===== config.mk =====
export PLATFORM = sky130hd
export DESIGN_NAME = aux_sysctl_regs
export DESIGN_NICKNAME = d
export VERILOG_FILES = /design/src/rtl/aux_sysctl_pkg.sv /design/src/rtl/aux_pwr_ctl.sv /design/src/rtl/aux_misc_regs.sv /design/src/rtl/aux_rd_mux.sv /design/src/rtl/aux_sysctl_regs.sv
export SDC_FILE = /design/constraint.sdc
export NUM_CORES = 1
export LEC_CHECK = 0
export ABC_AREA = 0
export BUFFER_PORTS_ARGS = -buffer_cell sky130_fd_sc_hd__buf_2
export CORE_MARGIN = 2
export CORE_UTILIZATION = 35
export DETAILED_ROUTE_END_ITERATION = 6
export SLEW_MARGIN = 20
export SYNTH_ARGS = -nofsm -noshare
export SYNTH_HDL_FRONTEND = slang
export SYNTH_SLANG_ARGS = --single-unit

===== constraint.sdc =====
create_clock -name clk -period 5.8 [get_ports clk]
set_input_delay 1.16 -clock clk [delete_from_list [all_inputs] [get_ports clk]]
set_output_delay 1.16 -clock clk [all_outputs]
set_load 0.03 [all_outputs]

===== src/rtl/aux_sysctl_pkg.sv =====
package aux_sysctl_pkg;
  localparam int NWIN     = 7;
  localparam int W_CFG    = 0;
  localparam int W_DIAG   = 1;
  localparam int W_MODEM  = 2;
  localparam int W_LED    = 3;
  localparam int W_SYS    = 4;
  localparam int W_AUX1   = 5;
  localparam int W_AUX2   = 6;

  localparam int PIE_BIT  = 3;  // cfg: power interrupt enable
  localparam int PF_BIT   = 5;  // aux2: power-fail flag
  localparam int POFF_BIT = 0;  // aux2: power off
  localparam int PCLR_BIT = 1;  // aux2: interrupt clear
  localparam int TC_BIT   = 1;  // aux1: terminal count strobe
  localparam int SRST_BIT = 0;  // sysctl: reset request
  localparam logic [7:0] RSTAT_VAL = 8'h02;
endpackage


===== src/rtl/aux_pwr_ctl.sv =====
module aux_pwr_ctl
  import aux_sysctl_pkg::*;
(
  input  logic       clk,
  input  logic       rst_n,
  input  logic       por_n,
  input  logic       wr_cfg,
  input  logic       wr_aux2,
  input  logic [7:0] wdata,
  input  logic       pf_in,
  output logic [7:0] cfg_q,
  output logic [7:0] aux2_q,
  output logic       pwr_irq,
  output logic       shutdown_req
);
  logic       pf_q;
  logic       flag_n;
  logic [7:0] aux2_n;
  logic       rst_all_n;

  assign rst_all_n = rst_n & por_n;

  always_comb begin
    flag_n = (pf_in != pf_q) ? (pf_in & cfg_q[PIE_BIT]) : aux2_q[PF_BIT];
    aux2_n = aux2_q;
    aux2_n[PF_BIT] = flag_n;
    if (wr_aux2) begin
      aux2_n = '0;
      aux2_n[PF_BIT]   = flag_n;
      aux2_n[POFF_BIT] = wdata[POFF_BIT];
      aux2_n[PCLR_BIT] = wdata[PCLR_BIT];
      if (wdata[PCLR_BIT]) begin
        aux2_n = '0;
        aux2_n[POFF_BIT] = wdata[POFF_BIT];
      end
    end
  end

  always_ff @(posedge clk or negedge rst_all_n) begin
    if (!rst_all_n) begin
      cfg_q        <= '0;
      aux2_q       <= '0;
      pf_q         <= 1'b0;
      shutdown_req <= 1'b0;
    end else begin
      pf_q         <= pf_in;
      aux2_q       <= aux2_n;
      shutdown_req <= wr_aux2 & aux2_n[POFF_BIT];
      if (wr_cfg) cfg_q <= wdata;
    end
  end

  assign pwr_irq = aux2_q[PF_BIT] & cfg_q[PIE_BIT];

  a_r7_flag_needs_enable: assert property (@(posedge clk) disable iff (!rst_all_n)
    $rose(aux2_q[PF_BIT]) |-> $past(cfg_q[PIE_BIT]));
  a_r5_clear_wins: assert property (@(posedge clk) disable iff (!rst_all_n)
    (wr_aux2 && wdata[PCLR_BIT]) |=> (aux2_q[7:1] == 7'd0));
  a_r6_shutdown_src: assert property (@(posedge clk) disable iff (!rst_all_n)
    shutdown_req |-> aux2_q[POFF_BIT]);
endmodule


===== src/rtl/aux_misc_regs.sv =====
module aux_misc_regs
  import aux_sysctl_pkg::*;
#(
  parameter int LED_W = 16
) (
  input  logic             clk,
  input  logic             rst_n,
  input  logic             por_n,
  input  logic             wr_diag,
  input  logic             wr_modem,
  input  logic             wr_led,
  input  logic             wr_sys,
  input  logic             wr_aux1,
  input  logic [LED_W-1:0] wdata,
  output logic [7:0]       diag_q,
  output logic [7:0]       modem_q,
  output logic [LED_W-1:0] led_q,
  output logic [7:0]       sys_q,
  output logic [7:0]       aux1_q,
  output logic             fdc_tc,
  output logic             sys_reset_req
);
  logic rst_all_n;
  assign rst_all_n = rst_n & por_n;

  // Volatile group: cleared by either reset
  always_ff @(posedge clk or negedge rst_all_n) begin
    if (!rst_all_n) begin
      modem_q       <= '0;
      aux1_q        <= '0;
      fdc_tc        <= 1'b0;
      sys_reset_req <= 1'b0;
    end else begin
      fdc_tc        <= wr_aux1 & wdata[TC_BIT];
      sys_reset_req <= wr_sys & wdata[SRST_BIT];
      if (wr_modem) modem_q <= wdata[7:0];
      if (wr_aux1) begin
        aux1_q         <= wdata[7:0];
        aux1_q[TC_BIT] <= 1'b0;
      end
    end
  end

  // Retained group: cleared only at power-on
  always_ff @(posedge clk or negedge por_n) begin
    if (!por_n) begin
      diag_q <= '0;
      led_q  <= '0;
      sys_q  <= '0;
    end else begin
      if (wr_diag) diag_q <= wdata[7:0];
      if (wr_led)  led_q  <= wdata;
      if (wr_sys && wdata[SRST_BIT]) sys_q <= RSTAT_VAL;
    end
  end

  a_r4_tc_pulse: assert property (@(posedge clk) disable iff (!rst_all_n)
    (wr_aux1 && wdata[TC_BIT]) |=> fdc_tc);
  a_r9_req_status: assert property (@(posedge clk) disable iff (!rst_all_n)
    sys_reset_req |-> (sys_q == RSTAT_VAL));
  a_r9_no_req_bit0_clear: assert property (@(posedge clk) disable iff (!rst_all_n)
    (wr_sys && !wdata[SRST_BIT]) |=> !sys_reset_req);
endmodule


===== src/rtl/aux_rd_mux.sv =====
module aux_rd_mux
  import aux_sysctl_pkg::*;
#(
  parameter int DATA_W = 32
) (
  input  logic                  hit_ok,
  input  logic [NWIN-1:0]       sel,
  input  logic [NWIN-1:0][DATA_W-1:0] win_data,
  output logic [DATA_W-1:0]     rdata
);
  logic [NWIN:0][DATA_W-1:0] acc;

  assign acc[0] = '0;
  for (genvar i = 0; i < NWIN; i++) begin : g_or
    assign acc[i+1] = acc[i] | (sel[i] ? win_data[i] : '0);
  end

  assign rdata = hit_ok ? acc[NWIN] : '0;

  always_comb begin
    a_r10_miss_reads_zero: assert (hit_ok || rdata == '0);
  end
endmodule


===== src/rtl/aux_sysctl_regs.sv =====
module aux_sysctl_regs
  import aux_sysctl_pkg::*;
#(
  parameter int DATA_W = 32,
  parameter int OFS_W  = 2,
  parameter int LED_W  = 16
) (
  input  logic              clk,
  input  logic              rst_n,
  input  logic              por_n,
  input  logic              bus_wr,
  input  logic [NWIN-1:0]   bus_sel,
  input  logic [OFS_W-1:0]  bus_ofs,
  input  logic [DATA_W-1:0] bus_wdata,
  output logic [DATA_W-1:0] bus_rdata,
  input  logic              pwr_fail,
  output logic              pwr_irq,
  output logic              fdc_tc,
  output logic              shutdown_req,
  output logic              sys_reset_req
);
  logic            hit_ok;
  logic [NWIN-1:0] wr_hit;
  logic [7:0]      cfg_q, aux2_q, diag_q, modem_q, sys_q, aux1_q;
  logic [LED_W-1:0] led_q;
  logic [NWIN-1:0][DATA_W-1:0] win_data;
  logic            unused_hi;

  assign hit_ok    = $onehot(bus_sel) && (bus_ofs == '0);
  assign unused_hi = ^bus_wdata[DATA_W-1:LED_W];

  for (genvar i = 0; i < NWIN; i++) begin : g_wr
    assign wr_hit[i] = bus_wr & hit_ok & bus_sel[i];
  end

  aux_pwr_ctl u_pwr (
    .clk          (clk),
    .rst_n        (rst_n),
    .por_n        (por_n),
    .wr_cfg       (wr_hit[W_CFG]),
    .wr_aux2      (wr_hit[W_AUX2]),
    .wdata        (bus_wdata[7:0]),
    .pf_in        (pwr_fail),
    .cfg_q        (cfg_q),
    .aux2_q       (aux2_q),
    .pwr_irq      (pwr_irq),
    .shutdown_req (shutdown_req)
  );

  aux_misc_regs #(.LED_W(LED_W)) u_misc (
    .clk           (clk),
    .rst_n         (rst_n),
    .por_n         (por_n),
    .wr_diag       (wr_hit[W_DIAG]),
    .wr_modem      (wr_hit[W_MODEM]),
    .wr_led        (wr_hit[W_LED]),
    .wr_sys        (wr_hit[W_SYS]),
    .wr_aux1       (wr_hit[W_AUX1]),
    .wdata         (bus_wdata[LED_W-1:0]),
    .diag_q        (diag_q),
    .modem_q       (modem_q),
    .led_q         (led_q),
    .sys_q         (sys_q),
    .aux1_q        (aux1_q),
    .fdc_tc        (fdc_tc),
    .sys_reset_req (sys_reset_req)
  );

  assign win_data[W_CFG]   = DATA_W'(cfg_q);
  assign win_data[W_DIAG]  = DATA_W'(diag_q);
  assign win_data[W_MODEM] = DATA_W'(modem_q);
  assign win_data[W_LED]   = DATA_W'(led_q);
  assign win_data[W_SYS]   = DATA_W'(sys_q);
  assign win_data[W_AUX1]  = DATA_W'(aux1_q);
  assign win_data[W_AUX2]  = DATA_W'(aux2_q);

  aux_rd_mux #(.DATA_W(DATA_W)) u_rd (
    .hit_ok   (hit_ok),
    .sel      (bus_sel),
    .win_data (win_data),
    .rdata    (bus_rdata)
  );
endmodule


==> results.yml <==
global_route:
  grtUsageTotal_pct: 14.51
  first_global_vias: 1717
  total_gr_overflow: 0
  global_route_wire_length_before_repair_mm: 9.349
  antenna_violations_before_repair: 0
  grt_max_degree: 30
logic_synthesis:
  synth-adder-area-share_pct: 3.036
  multiplexer_share_of_the_synthesized_area_pct: 21.92
  yosys-top-cells-area: "sky130_fd_sc_hd__dfrtp_1 51%, sky130_fd_sc_hd__mux2_2 16%, sky130_fd_sc_hd__mux2_4 5.7%, sky130_fd_sc_hd__buf_4 4.8%, sky130_fd_sc_hd__a22oi_1 3.4%"
  yosys_register_bits: 54
  postSynthAreaPerCell_um2: 13.39
  synth_compound_gate_area_share_pct: 7.922
  netlist_area_mm2: 0.002638
  synth-xor-area-share_pct: 0.3321
  synth_top_area_share_pct: 51.23
  synthesis.yosys.warnings: 0
  synthDominantAreaCellType: "sky130_fd_sc_hd__dfrtp_1"
  post_synth_simple_gate_area_pct: 7.638
  number_of_cells_produced_by_synthesis: 197
  number_of_unique_standard_cell_types_used_by_synthesis: 29
  dominant_combinational_cell_family_by_area_after_synthesis: "multiplexers"
  ys_seq_area_share_pct: 51.23
min_path:
  timing.hold.worst.class: "register to register"
finish:
  antennaDiodeCount: 0
  multi_input_area_mm2: 0.001137
  sequential_cell_area_mm2: 0.001351
  nets: 299
  drive_gt1_share_pct: 47.20
  areaGrowthSynthToFinish_pct: 15.09
  mostFrequentLayoutCell: "sky130_fd_sc_hd__dfrtp_1"
  number_of_filler_instances_in_the_final_layout: 743
  layout.cells.most_common_list: "54 x sky130_fd_sc_hd__dfrtp_1, 49 x sky130_fd_sc_hd__buf_2, 38 x sky130_fd_sc_hd__mux2_2, 16 x sky130_fd_sc_hd__conb_1, 12 x sky130_fd_sc_hd__a22oi_1"
  post_layout_nonfiller_instances: 349
sta:
  timing.final.setup_violations: 0
  slew_violations: 0
  clock_skew_ps: 7.191
  post-route-period-util_pct: 93.02
  setup_total_negative_slack_ps: 0
  relSlewSlack_pct: 57.40
  worstMarginPinSlew_ps: 639.0
  report.final.hold_viol_count: 0
  minimum_clock_period_after_layout_ps: 5395
  rsz0062_at_grt: "false"
  achievable-frequency_mhz: 185.4
clock_tree:
  post-cts-setup-buffers: 0
  cts_root_buffer: "sky130_fd_sc_hd__clkbuf_8"
  holdBufCountCts: 0
  cts_buffers: 5
  htree_levels: 2
  worst_skew_pair.late_latency_ps: 310
  post_cts.resized_instances: 0
  cts.reportedPaths.clkPinSlew_ps: 100
  cts_tree: "yes"
  max-clock-path-buffers: 2
  tritoncts_num_sinks: 54
worst_setup_path:
  worstSetupEndpointType: "output pin"
  path_max_fanout: 10
  timing.critical_path.cells: "buf_2 -> inv_1 -> fa_1 -> fa_1 -> inv_1 -> fa_1 -> fa_1 -> nor3b_2 -> nand2_1 -> a31oi_1 -> buf_2"
  timing.critical_path.slowest_stage_cell: "sky130_fd_sc_hd__fa_1"
  worst_ep_arrival_time_ps: 4240
  critPathMostFrequentCell: "sky130_fd_sc_hd__fa_1"
  timing.critical_path.slowest_cell_delay_ps: 490
  worst_ep_required_time_ps: 4640
  timing_worst_setup_path_type: "input pin to output pin"
  timing.critical_path.from_type: "input pin"
floorplanning:
  chipHeight_um: 90.81
  die_area_mm2: 0.008246
  standard_cell_core_area_mm2: 0.007292
  initial_core_util_pct: 36.17
  std_cell_rows: 31
  io_pins: 82
  dieWidth_um: 90.81
power:
  totalPowerFinal_mw: 1.077
  ir_drop_mv: 0.1145
  static-leakage-power_nw: 1.628
  power_per_cell_area_mw_per_mm2: 354.7
placed_design:
  final_weighted_congestion_of_routability_driven_global_placement: 0.7312
  numPortBuffers: 49
  dp.cells: 341
  detailed_place_hpwl_mm: 3.876
routing:
  detail_route.drc_violations: 0
  route.antenna.remaining_nets: 0
  wl_per_cell_um: 16.58
  drt-pass1-iter-count: 5
  detail_route.iter0.violations: 66
  vias: 1706
  routed_wl_mm: 5.785
  viasPerCell: 4.888
run_status:
  status: "finished, final reports clean"
run:
  max_cap_violations: 0
==> registers in the layout, indices dropped and copies added (netlist names), 2 cells and up <==
register	cells
u_pwr.aux2_q	2
u_misc.led_q	16
u_misc.aux1_q	7
u_misc.modem_q	8
u_pwr.cfg_q	8
u_misc.diag_q	8
==> cell type report <==
class | instances | share of cell area (%)
clock inverter | 2 | 0.4122
timing repair buffer | 55 | 9.563
inverter | 10 | 1.237
multi-input combinational | 123 | 37.47
sequential | 54 | 44.52
clock buffer | 6 | 2.721
tap | 99 | 4.081
==> Yosys cell counts (all sizes together) <==
cell type  instances
inv               10
a31oi              2
nor2               4
clkbuf             5
and2               3
nand3              1
nand3b             1
a22oi             12
nand2              2
a222oi             6
and3               8
buf               20
dfrtp             54
nor3b              1
conb               1
o21bai             1
a2bb2oi            1
nand4              6
fa                 4
a21oi              6
mux2              48
xnor2              1
==> where the power goes <==
group          switching, mW  internal, mW
sequential            0.0660         0.509
clock                  0.127        0.0963
combinational          0.115         0.163
==> routing by layer <==
metal  GRT usage [%]  routed length, um
met5               0                  0
met4           3.409                 46
met3           3.005                269
met2           24.00               2723
met1           19.63               2746
==> worst paths after layout <==
check / start / end / slack [ps] / cells after the start
min reg2reg: u_misc.sys_q[1]$_DFFE_PN0P_ / u_misc.sys_q[1]$_DFFE_PN0P_ / 510 / 1
max: bus_sel[0] / bus_rdata[5] / 400 / 11
min in group asynchronous: por_n / u_misc.led_q[1]$_DFFE_PN0P_ / 850 / 1
max reg2reg: u_pwr.pf_q$_DFF_PN0_ / u_pwr.aux2_q[5]$_DFF_PN0_ / 4970 / 3
min: u_misc.sys_q[1]$_DFFE_PN0P_ / u_misc.sys_q[1]$_DFFE_PN0P_ / 510 / 1
max in group asynchronous: por_n / u_misc.fdc_tc$_DFF_PN0_ / 3990 / 3
==> critical path, delay by kind of cell <==
| kind | cells | cell delay (ps) |
|---|---|---|
| simple gates | 2 | 560 |
| compound gates | 1 | 280 |
| buf+inv | 4 | 420 |
| fa+ha+maj | 4 | 1790 |
==> logic make-up after synthesis <==
logic type,Yosys count
muxes,48
buffers and inverters,35
other,1
and+or+nand+nor,26
adders and majority gates,4
AOI/OAI and AO/OA,28
DFF,54
xor gates and xnor gates,1
==> metrics by stage <==
| stage | setup WS [ps] | util, % | cell area (um2) | hold slack (ps) |
|---|---|---|---|---|
| floorplan | 157.2 | - | 2694 | 443.9 |
| global placement | 369.6 | 40.32 | 2940 | 460.8 |
| detailed placement | 360.6 | 40.32 | 2940 | 471.3 |
| CTS | 360.8 | 41.63 | 3035 | 498.3 |
| global route | 247.1 | 41.63 | 3035 | 526.5 |
| finish | 404.8 | 41.63 | 3035 | 506.7 |
Note: power is estimated with default switching activity, not from simulation.
